===== config.mk =====
export PLATFORM = sky130hd
export DESIGN_NAME = fp_round_integral
export DESIGN_NICKNAME = d
export VERILOG_FILES = /design/src/rtl/fpri_pkg.sv /design/src/rtl/fpri_unpack.sv /design/src/rtl/fpri_frac_round.sv /design/src/rtl/fpri_below_one.sv /design/src/rtl/fp_round_integral.sv
export SDC_FILE = /design/constraint.sdc
export NUM_CORES = 1
export LEC_CHECK = 0
export CAP_MARGIN = 40
export CORE_UTILIZATION = 55
export CTS_CLUSTER_SIZE = 14
export DETAILED_ROUTE_END_ITERATION = 8
export DONT_BUFFER_PORTS = 1
export GPL_TIMING_DRIVEN = 0
export PLACE_DENSITY = 0.68
export SLEW_MARGIN = 20
export SYNTH_ARGS = -nofsm -noshare
export SYNTH_HDL_FRONTEND = slang
export SYNTH_SLANG_ARGS = --single-unit

===== constraint.sdc =====
create_clock -name clk -period 15.1 [get_ports clk]
set_input_delay 0 -clock clk [delete_from_list [all_inputs] [get_ports clk]]
set_output_delay 0 -clock clk [all_outputs]
set_load 0.005 [all_outputs]

===== src/rtl/fpri_pkg.sv =====
package fpri_pkg;
  typedef enum logic [1:0] {
    RM_NEAREST = 2'b00,
    RM_ZERO    = 2'b01,
    RM_UP      = 2'b10,
    RM_DOWN    = 2'b11
  } rmode_e;

  typedef enum logic [1:0] {
    EXC_NONE     = 2'b00,
    EXC_INV_TRAP = 2'b01,
    EXC_INX_TRAP = 2'b10
  } exc_e;

  typedef enum logic [1:0] {
    CLS_SPECIAL,
    CLS_INTEGRAL,
    CLS_MIXED,
    CLS_BELOW_ONE
  } opclass_e;
endpackage


===== src/rtl/fpri_unpack.sv =====
module fpri_unpack
  import fpri_pkg::*;
#(
  parameter int EXP_W  = 8,
  parameter int FRAC_W = 23
) (
  input  logic [EXP_W+FRAC_W:0] op,
  output logic                  sign,
  output logic [EXP_W-1:0]      exp_f,
  output logic [FRAC_W-1:0]     frac_f,
  output opclass_e              cls,
  output logic                  is_snan
);
  localparam int BIAS = (1 << (EXP_W - 1)) - 1;
  localparam logic [EXP_W:0] INT_LIMIT = (EXP_W + 1)'(BIAS + FRAC_W);
  localparam logic [EXP_W-1:0] BIAS_F = EXP_W'(BIAS);

  assign sign   = op[EXP_W+FRAC_W];
  assign exp_f  = op[EXP_W+FRAC_W-1:FRAC_W];
  assign frac_f = op[FRAC_W-1:0];

  always_comb begin
    is_snan = 1'b0;
    if (&exp_f) begin
      cls     = CLS_SPECIAL;
      is_snan = !frac_f[FRAC_W-1] && (|frac_f);
    end else if ({1'b0, exp_f} >= INT_LIMIT) begin
      cls = CLS_INTEGRAL;
    end else if (exp_f >= BIAS_F) begin
      cls = CLS_MIXED;
    end else begin
      cls = CLS_BELOW_ONE;
    end
  end
endmodule


===== src/rtl/fpri_frac_round.sv =====
module fpri_frac_round
  import fpri_pkg::*;
#(
  parameter int EXP_W  = 8,
  parameter int FRAC_W = 23
) (
  input  logic                  sign,
  input  logic [EXP_W-1:0]      exp_f,
  input  logic [FRAC_W-1:0]     frac_f,
  input  logic [1:0]            rmode,
  output logic [EXP_W+FRAC_W:0] res,
  output logic                  inexact
);
  localparam int BIAS = (1 << (EXP_W - 1)) - 1;
  localparam int P    = FRAC_W + 1;
  localparam int SHW  = $clog2(P + 1);
  localparam logic [SHW-1:0] FRAC_SH = SHW'(FRAC_W);
  localparam logic [P:0] ALL1 = {(P + 1){1'b1}};
  localparam logic [P:0] ONE  = (P + 1)'(1);

  logic [P:0]       sig, trunc, rounded, back;
  logic [EXP_W-1:0] ue;
  logic [SHW-1:0]   sh;
  logic             rbit, sticky, inc, carry;

  always_comb begin
    sig     = {1'b0, 1'b1, frac_f};
    ue      = exp_f - EXP_W'(BIAS);
    sh      = FRAC_SH - ue[SHW-1:0];
    trunc   = sig >> sh;
    inexact = |(sig & ~(ALL1 << sh));
    rbit    = |(sig & (ONE << (sh - 1'b1)));
    sticky  = |(sig & ~(ALL1 << (sh - 1'b1)));
    inc     = 1'b0;
    if (inexact) begin
      unique case (rmode_e'(rmode))
        RM_NEAREST: inc = rbit && (sticky || trunc[0]);
        RM_ZERO:    inc = 1'b0;
        RM_UP:      inc = !sign;
        RM_DOWN:    inc = sign;
      endcase
    end
    rounded = trunc + (P + 1)'(inc);
    back    = rounded << sh;
    carry   = back[P];
    res     = {sign, carry ? exp_f + 1'b1 : exp_f, back[FRAC_W-1:0]};
  end
endmodule


===== src/rtl/fpri_below_one.sv =====
module fpri_below_one
  import fpri_pkg::*;
#(
  parameter int EXP_W  = 8,
  parameter int FRAC_W = 23
) (
  input  logic                  sign,
  input  logic [EXP_W-1:0]      exp_f,
  input  logic [FRAC_W-1:0]     frac_f,
  input  logic [1:0]            rmode,
  output logic [EXP_W+FRAC_W:0] res,
  output logic                  inexact
);
  localparam int BIAS = (1 << (EXP_W - 1)) - 1;
  localparam logic [EXP_W-1:0] ONE_EXP  = EXP_W'(BIAS);
  localparam logic [EXP_W-1:0] HALF_EXP = EXP_W'(BIAS - 1);

  logic to_one;

  always_comb begin
    inexact = (|exp_f) || (|frac_f);
    to_one  = 1'b0;
    if (inexact) begin
      unique case (rmode_e'(rmode))
        RM_NEAREST: to_one = (exp_f == HALF_EXP) && (|frac_f);
        RM_ZERO:    to_one = 1'b0;
        RM_UP:      to_one = !sign;
        RM_DOWN:    to_one = sign;
      endcase
    end
    res = {sign, to_one ? ONE_EXP : '0, {FRAC_W{1'b0}}};
  end
endmodule


===== src/rtl/fp_round_integral.sv =====
module fp_round_integral
  import fpri_pkg::*;
#(
  parameter int EXP_W  = 8,
  parameter int FRAC_W = 23
) (
  input  logic                  clk,
  input  logic                  rst,
  input  logic                  in_valid,
  output logic                  in_ready,
  input  logic [EXP_W+FRAC_W:0] op,
  input  logic [1:0]            rmode,
  input  logic                  trap_inv_en,
  input  logic                  trap_inx_en,
  output logic                  out_valid,
  input  logic                  out_ready,
  output logic [EXP_W+FRAC_W:0] result,
  output logic                  wr_en,
  output logic                  flag_invalid,
  output logic                  flag_inexact,
  output logic [1:0]            exc_code
);
  localparam int W = 1 + EXP_W + FRAC_W;

  logic              sign, is_snan;
  logic [EXP_W-1:0]  exp_f;
  logic [FRAC_W-1:0] frac_f;
  opclass_e          cls;
  logic [W-1:0]      mix_res, low_res, nxt_res;
  logic              mix_inx, low_inx, nxt_inx, nxt_inv;
  logic              accept;

  fpri_unpack #(.EXP_W(EXP_W), .FRAC_W(FRAC_W)) u_unpack (
    .op(op), .sign(sign), .exp_f(exp_f), .frac_f(frac_f),
    .cls(cls), .is_snan(is_snan)
  );

  fpri_frac_round #(.EXP_W(EXP_W), .FRAC_W(FRAC_W)) u_frac (
    .sign(sign), .exp_f(exp_f), .frac_f(frac_f), .rmode(rmode),
    .res(mix_res), .inexact(mix_inx)
  );

  fpri_below_one #(.EXP_W(EXP_W), .FRAC_W(FRAC_W)) u_low (
    .sign(sign), .exp_f(exp_f), .frac_f(frac_f), .rmode(rmode),
    .res(low_res), .inexact(low_inx)
  );

  always_comb begin
    nxt_res = op;
    nxt_inx = 1'b0;
    nxt_inv = 1'b0;
    unique case (cls)
      CLS_SPECIAL: begin
        nxt_inv = is_snan;
        if (is_snan) nxt_res[FRAC_W-1] = 1'b1;
      end
      CLS_INTEGRAL: nxt_res = op;
      CLS_MIXED: begin
        nxt_res = mix_res;
        nxt_inx = mix_inx;
      end
      CLS_BELOW_ONE: begin
        nxt_res = low_res;
        nxt_inx = low_inx;
      end
    endcase
  end

  assign in_ready = !out_valid || out_ready;
  assign accept   = in_valid && in_ready;

  always_ff @(posedge clk) begin
    if (rst) begin
      out_valid    <= 1'b0;
      result       <= '0;
      wr_en        <= 1'b0;
      flag_invalid <= 1'b0;
      flag_inexact <= 1'b0;
      exc_code     <= EXC_NONE;
    end else if (accept) begin
      out_valid    <= 1'b1;
      result       <= nxt_res;
      wr_en        <= !(nxt_inv && trap_inv_en);
      flag_invalid <= nxt_inv && !trap_inv_en;
      flag_inexact <= nxt_inx && !trap_inx_en;
      if (nxt_inv && trap_inv_en)      exc_code <= EXC_INV_TRAP;
      else if (nxt_inx && trap_inx_en) exc_code <= EXC_INX_TRAP;
      else                             exc_code <= EXC_NONE;
    end else if (out_ready) begin
      out_valid <= 1'b0;
    end
  end
endmodule


==> flow_metrics.env, run 1 <==
export IMPL_rows=37
export IMPL_h_tree_depth=2
export IMPL_layoutNonFillerInstCount=982
export IMPL_cp_data_arrival_time_ns=7.67
export IMPL_drive_above_1_share=0.1194
export IMPL_max_slew_margin_rel=0.3923
export IMPL_final_max_slew_viol_count=0
export IMPL_final_antenna_net_count=0
export IMPL_power_density_nw_per_um2=75.08
export IMPL_synth_fp_nets=872
export IMPL_ys_ff_latch=38
export IMPL_slowest_delay_ns=0.65
export IMPL_place_ws_ns=7.561
export IMPL_cts_root_buf="clkbuf_8"
export IMPL_status="finished, final reports clean"
export IMPL_cts_buffers=5
export IMPL_grt_max_degree=13
export IMPL_slowest_stage="buf_1"
export IMPL_dieArea_um2=11420
export IMPL_cts_tree="yes"
export IMPL_critPathLaunchType="primary input"
export IMPL_syn_inst=819
export IMPL_drc=0
export IMPL_tns_ns=0
export IMPL_yosysWarnings=0
export IMPL_critPathMaxFanout=12
export IMPL_max_clock_freq_mhz=134.2
export IMPL_clockBufferDepth=2
export IMPL_path_class="primary input to flip-flop"
export IMPL_grt_pass1_wl_um=39440
export IMPL_antennaDiodeCount=0
export IMPL_tightest_slew_ns=0.9082
export IMPL_core_area_um2=10510
export IMPL_firstDrtPassIters=6
export IMPL_die_h_um=106.9
export IMPL_end_kind="flip-flop"
export IMPL_grt_ovfl_total=0
export IMPL_min_period_ns=7.454
export IMPL_wirelength_um=25570
export IMPL_io_buffers=0
export IMPL_vias_per_cell=7.637
export IMPL_p_leak_nw=2.240
export IMPL_hold_depth=2
export IMPL_whs_ns=0.03606
export IMPL_hold_viol=0
export IMPL_clock_latency_ns=0.31
export IMPL_ys_seq_area_frac=0.1258
export IMPL_fin_worst_skew_ns=0.007955
export IMPL_rr_worst_depth=7
export IMPL_grt_usage=0.4483
export IMPL_worstPathRequired_ns=15.32
export IMPL_syn_area_um2=6047
export IMPL_drt_iter0_drc=1109
export IMPL_clk_pin_slew_ns=0.08
export IMPL_nFillCells=980
export IMPL_setup_viol=0
export IMPL_hpwl_um=18780
export IMPL_mostFrequentLayoutCells="107 x nor2_1, 78 x nand2_1, 51 x a21oi_1"
export IMPL_ios=79
export IMPL_grt_pass1_vias=7132
export IMPL_peakVddDrop_mv=0.05360
export IMPL_layout_commonest_cell="nor2_1"
export IMPL_rsz0062_at_grt="false"
export IMPL_worst_slack_ns=7.646
export IMPL_dpl_cell_count=958
export IMPL_final_nets=898
export IMPL_yosysUniqueCellTypes=92
export IMPL_via_count=7500
export IMPL_synth_async_sr_flop_share=0
export IMPL_hold_class="primary input to flip-flop"
export IMPL_synth_edf_count=0
export IMPL_placed_area_um2=6230
export IMPL_avgRoutedWirePerCell_um=26.04
export IMPL_period_share=0.4936
export IMPL_stdcell_area_um2=6474
export IMPL_fp_dieW_um=106.9
export IMPL_ys_flop_type="dfxtp_1"
export IMPL_drv_cap=0
export IMPL_grt_antenna_before_repair=0
export IMPL_cts_sink_count=38
export IMPL_start_util=0.5754
export IMPL_gp_congestion=0.9840
export IMPL_syn_area_per_cell_um2=7.383
export IMPL_syn_to_final_growth_pct=7.056
[state kept, by name, summed over array words and instances (netlist names)]
signal        cells
result           32
exc_code          2
out_valid         1
flag_inexact      1
wr_en             1
flag_invalid      1
[routing by layer]
metal	global-route usage	routed length, um	vias to the layer above
met5	0	0	-
met4	0.1918	1146	0
met3	0.1459	4031	147
met2	0.6673	10770	692
met1	0.5904	9623	3470
li1	-	-	3191
[worst paths after layout]
path                                               from                      end  slack, ns
worst max-delay path                             op[23]  result[26]$_SDFFE_PP0P_       7.65
worst min-delay path                             op[12]  result[12]$_SDFFE_PP0P_       0.04
worst max register to register   out_valid$_SDFFE_PP0P_  result[22]$_SDFFE_PP0P_      12.77
worst min register to register  result[31]$_SDFFE_PP0P_  result[31]$_SDFFE_PP0P_       0.49
[layout make-up]
| cell class | count | area [um^2] | share of cell area |
|---|---|---|---|
| Buffer | 77 | 365.4 | 0.05644 |
| Clock buffer | 6 | 82.58 | 0.01276 |
| Clock inverter | 2 | 12.51 | 0.001933 |
| Inverter | 15 | 56.30 | 0.008697 |
| Multi-Input combinational cell | 689 | 4865 | 0.7515 |
| Sequential cell | 38 | 760.7 | 0.1175 |
| Tap cell | 136 | 170.2 | 0.02629 |
| Timing Repair Buffer | 19 | 161.4 | 0.02493 |
[through the flow]
stage | power (mW) | util
finish | 0.4861 | 0.6160
global route | 0.5055 | 0.6160
CTS | 0.4693 | 0.6152
detailed placement | 0.3903 | 0.5928
global placement | 0.3868 | 0.5916
floorplan | 0.3188 | -
[synthesized netlist by cell type (7+ instances only)]
cell	count	area (um^2)
clkbuf_1	48	180.2
xnor2_1	18	157.7
a221oi_1	16	140.1
ha_1	13	162.7
mux2i_1	32	320.3
mux4_2	18	405.4
nor4_1	9	56.30
xor2_1	10	87.58
nor2_1	107	401.6
a211oi_1	23	172.7
o21ai_0	40	200.2
nand2_1	78	292.8
nand4_1	14	87.58
a22oi_1	8	60.06
dfxtp_1	38	760.7
buf_1	14	52.55
o22ai_1	15	93.84
inv_1	13	48.80
buf_2	10	50.05
mux2_2	27	304.0
o211ai_1	7	52.55
nand3_1	28	140.1
a21oi_1	51	255.2
nor3_1	38	190.2
[power by group]
group	internal (mW)	total (mW)	switching (mW)
Clock	0.0368	0.0779	0.0411
Sequential	0.108	0.115	0.00638
Combinational	0.102	0.293	0.191
Total	0.248	0.486	0.238
[what timing repair did]
action	4_1_cts	5_1_grt
buffers inserted	0	0
hold buffers	14	0
endpoints found under the hold margin	16	0
endpoints found under the setup margin	0	0
gates resized for setup	0	0
[logic make-up after synthesis]
family,share of synthesized area
fa+ha+maj,0.03021
xor+xnor,0.04324
buf+inv,0.06973
simple gates,0.2524
compound gates,0.3064
flops,0.1258
mux,0.1722
[critical path, delay by kind of cell]
kind / cells / cell delay [ns]
buffers and inverters: 10 / 2.57
AO/OA/AOI/OAI: 8 / 2.03
AND/OR/NAND/NOR: 7 / 1.90
adder cells (fa/ha/maj): 3 / 0.97
XOR/XNOR: 1 / 0.18
Power figures use the tool's default switching activity.
==> inputs of run 2 (changes only) <==
==> constraint.sdc (replaced) <==
create_clock -name clk -period 7.1 [get_ports clk]
set_input_delay 0 -clock clk [delete_from_list [all_inputs] [get_ports clk]]
set_output_delay 0 -clock clk [all_outputs]
set_load 0.005 [all_outputs]
==> flow_metrics.env, run 2 (same netlist as run 1, synthesis figures left out) <==
export IMPL_status="finished, final reports clean"
export IMPL_min_period_ns=6.788
export IMPL_comb_power_share=0.603
export IMPL_vias_per_cell=7.663
export IMPL_crit_cells=29
export IMPL_peakVddDrop_mv=0.1139
export IMPL_grt_pass1_vias=7132
export IMPL_period_share=0.9561
export IMPL_power_frac_clock=0.161
export IMPL_dpl_cell_count=958
export IMPL_cts_sink_count=38
export IMPL_setup_viol=0
export IMPL_cts_buffers=5
export IMPL_grt_max_degree=13
export IMPL_final_max_slew_viol_count=0
export IMPL_p_sw_frac=0.4905
export IMPL_final_nets=896
export IMPL_power_switching_mw=0.5073
export IMPL_io_buffers=0
export IMPL_fin_worst_skew_ns=0.008029
export IMPL_drv_cap=0
export IMPL_critPathLaunchType="primary input"
export IMPL_grt_antenna_before_repair=0
export IMPL_dieArea_um2=11420
export IMPL_clk_pin_slew_ns=0.09
export IMPL_nFillCells=984
export IMPL_mostFrequentLayoutCells="107 x nor2_1, 78 x nand2_1, 51 x a21oi_1"
export IMPL_hold_depth=3
export IMPL_antennaDiodeCount=0
export IMPL_largest_reg_flops=32
export IMPL_path_class="primary input to flip-flop"
export IMPL_fp_dieW_um=106.9
export IMPL_clockBufferDepth=2
export IMPL_drive_above_1_share=0.1244
export IMPL_via_count=7510
export IMPL_worst_path_buf_inv=8
export IMPL_critPathMaxFanout=12
export IMPL_syn_to_final_growth_pct=7.118
export IMPL_wirelength_um=25580
export IMPL_power_frac_seq=0.236
export IMPL_end_kind="flip-flop"
export IMPL_slowest_delay_ns=0.59
export IMPL_cts_root_buf="clkbuf_8"
export IMPL_layout_commonest_cell="nor2_1"
export IMPL_layoutNonFillerInstCount=980
export IMPL_gp_congestion=0.9840
export IMPL_grt_usage=0.4483
export IMPL_core_area_um2=10510
export IMPL_hold_viol=0
export IMPL_worstPathRequired_ns=7.33
export IMPL_start_util=0.5754
export IMPL_ios=79
export IMPL_cts_tree="yes"
export IMPL_clock_latency_ns=0.31
export IMPL_p_leak_nw=2.252
export IMPL_rsz0062_at_grt="false"
export IMPL_firstDrtPassIters=9
export IMPL_tns_ns=0
export IMPL_drt_iter0_drc=1087
export IMPL_rows=37
export IMPL_power_density_nw_per_um2=159.7
export IMPL_hpwl_um=18780
export IMPL_die_h_um=106.9
export IMPL_drc=0
export IMPL_cpLargestDelayFamily="compound AO/OA/AOI/OAI gates"
export IMPL_post_cts_buffers=0
export IMPL_tightest_slew_ns=0.8941
export IMPL_final_core_utilization=0.6164
export IMPL_max_clock_freq_mhz=147.3
export IMPL_h_tree_depth=2
export IMPL_grt_pass1_wl_um=39440
export IMPL_cp_data_arrival_time_ns=7.02
export IMPL_top_regs="result x32, exc_code x2"
export IMPL_max_slew_margin_rel=0.4017
export IMPL_hold_class="primary input to flip-flop"
export IMPL_p_int_mw=0.5270
export IMPL_final_antenna_net_count=0
export IMPL_rr_worst_depth=7
export IMPL_avgRoutedWirePerCell_um=26.10
export IMPL_largest_register="result"
export IMPL_grt_ovfl_total=0
export IMPL_slowest_stage="a2111oi_4"
[run 2: path summary, 6_finish.rpt]
check / from / to / slack, ns
worst max-delay path: op[23] / result[23]$_SDFFE_PP0P_ / 0.31
worst min-delay path: rst / result[25]$_SDFFE_PP0P_ / 0.03
worst max register to register: out_valid$_SDFFE_PP0P_ / result[22]$_SDFFE_PP0P_ / 4.81
worst min register to register: result[31]$_SDFFE_PP0P_ / result[31]$_SDFFE_PP0P_ / 0.49
[run 2: worst register-to-register path, stage by stage (launching register included)]
cell and delay (ns):
dfxtp_1 0.33, nand2b_1 0.15, and2_1 0.15, clkbuf_1 0.41, buf_1 0.54, nand2_1 0.29, nor3_1 0.24, a21oi_1 0.08
[run 2: area by class of cell]
cell class	count	area [um^2]	area share
plain buffers	75	361.6	0.05582
clock buffers	6	82.58	0.01275
clock inverters	2	12.51	0.001932
inverters	15	56.30	0.008692
multi-input cells	689	4872	0.7522
flip-flops and latches	38	760.7	0.1174
well taps	136	170.2	0.02627
repair buffers	19	161.4	0.02492
[run 2: power groups by stage]
stage | registers, mW | clock network (mW) | logic [mW]
6_report | 0.244 | 0.166 | 0.624
4_1_cts | 0.244 | 0.163 | 0.591
3_3_place_gp | 0.248 | 0 | 0.574
3_5_place_dp | 0.249 | 0 | 0.581
2_1_floorplan | 0.245 | 0 | 0.433
5_1_grt | 0.246 | 0.173 | 0.657
[run 2: metrics by stage]
step,hold WS (ns),total power [mW],cell area [um^2],worst slack [ns]
floorplan,0.1295,0.6780,6047,1.206
global placement,0.1326,0.8227,6217,-0.4341
detailed placement,0.1405,0.8301,6230,-0.4385
CTS,0.007200,0.9982,6466,0.2149
global route,0.03535,1.076,6477,0.1113
finish,0.02712,1.034,6477,0.3116
[run 2: per-layer routing]
metal,GRT usage,up-vias,routed length (um)
li1,-,3194,-
met5,0,-,0
met2,0.6673,666,10820
met3,0.1459,149,3794
met1,0.5904,3501,9756
met4,0.1918,0,1207
[run 2: repair_timing]
| action | in CTS | in global routing |
|---|---|---|
| gates resized for setup | 1 | 5 |
| setup endpoints to repair | 5 | 7 |
| hold buffers | 14 | 0 |
| hold endpoints to repair | 16 | 0 |
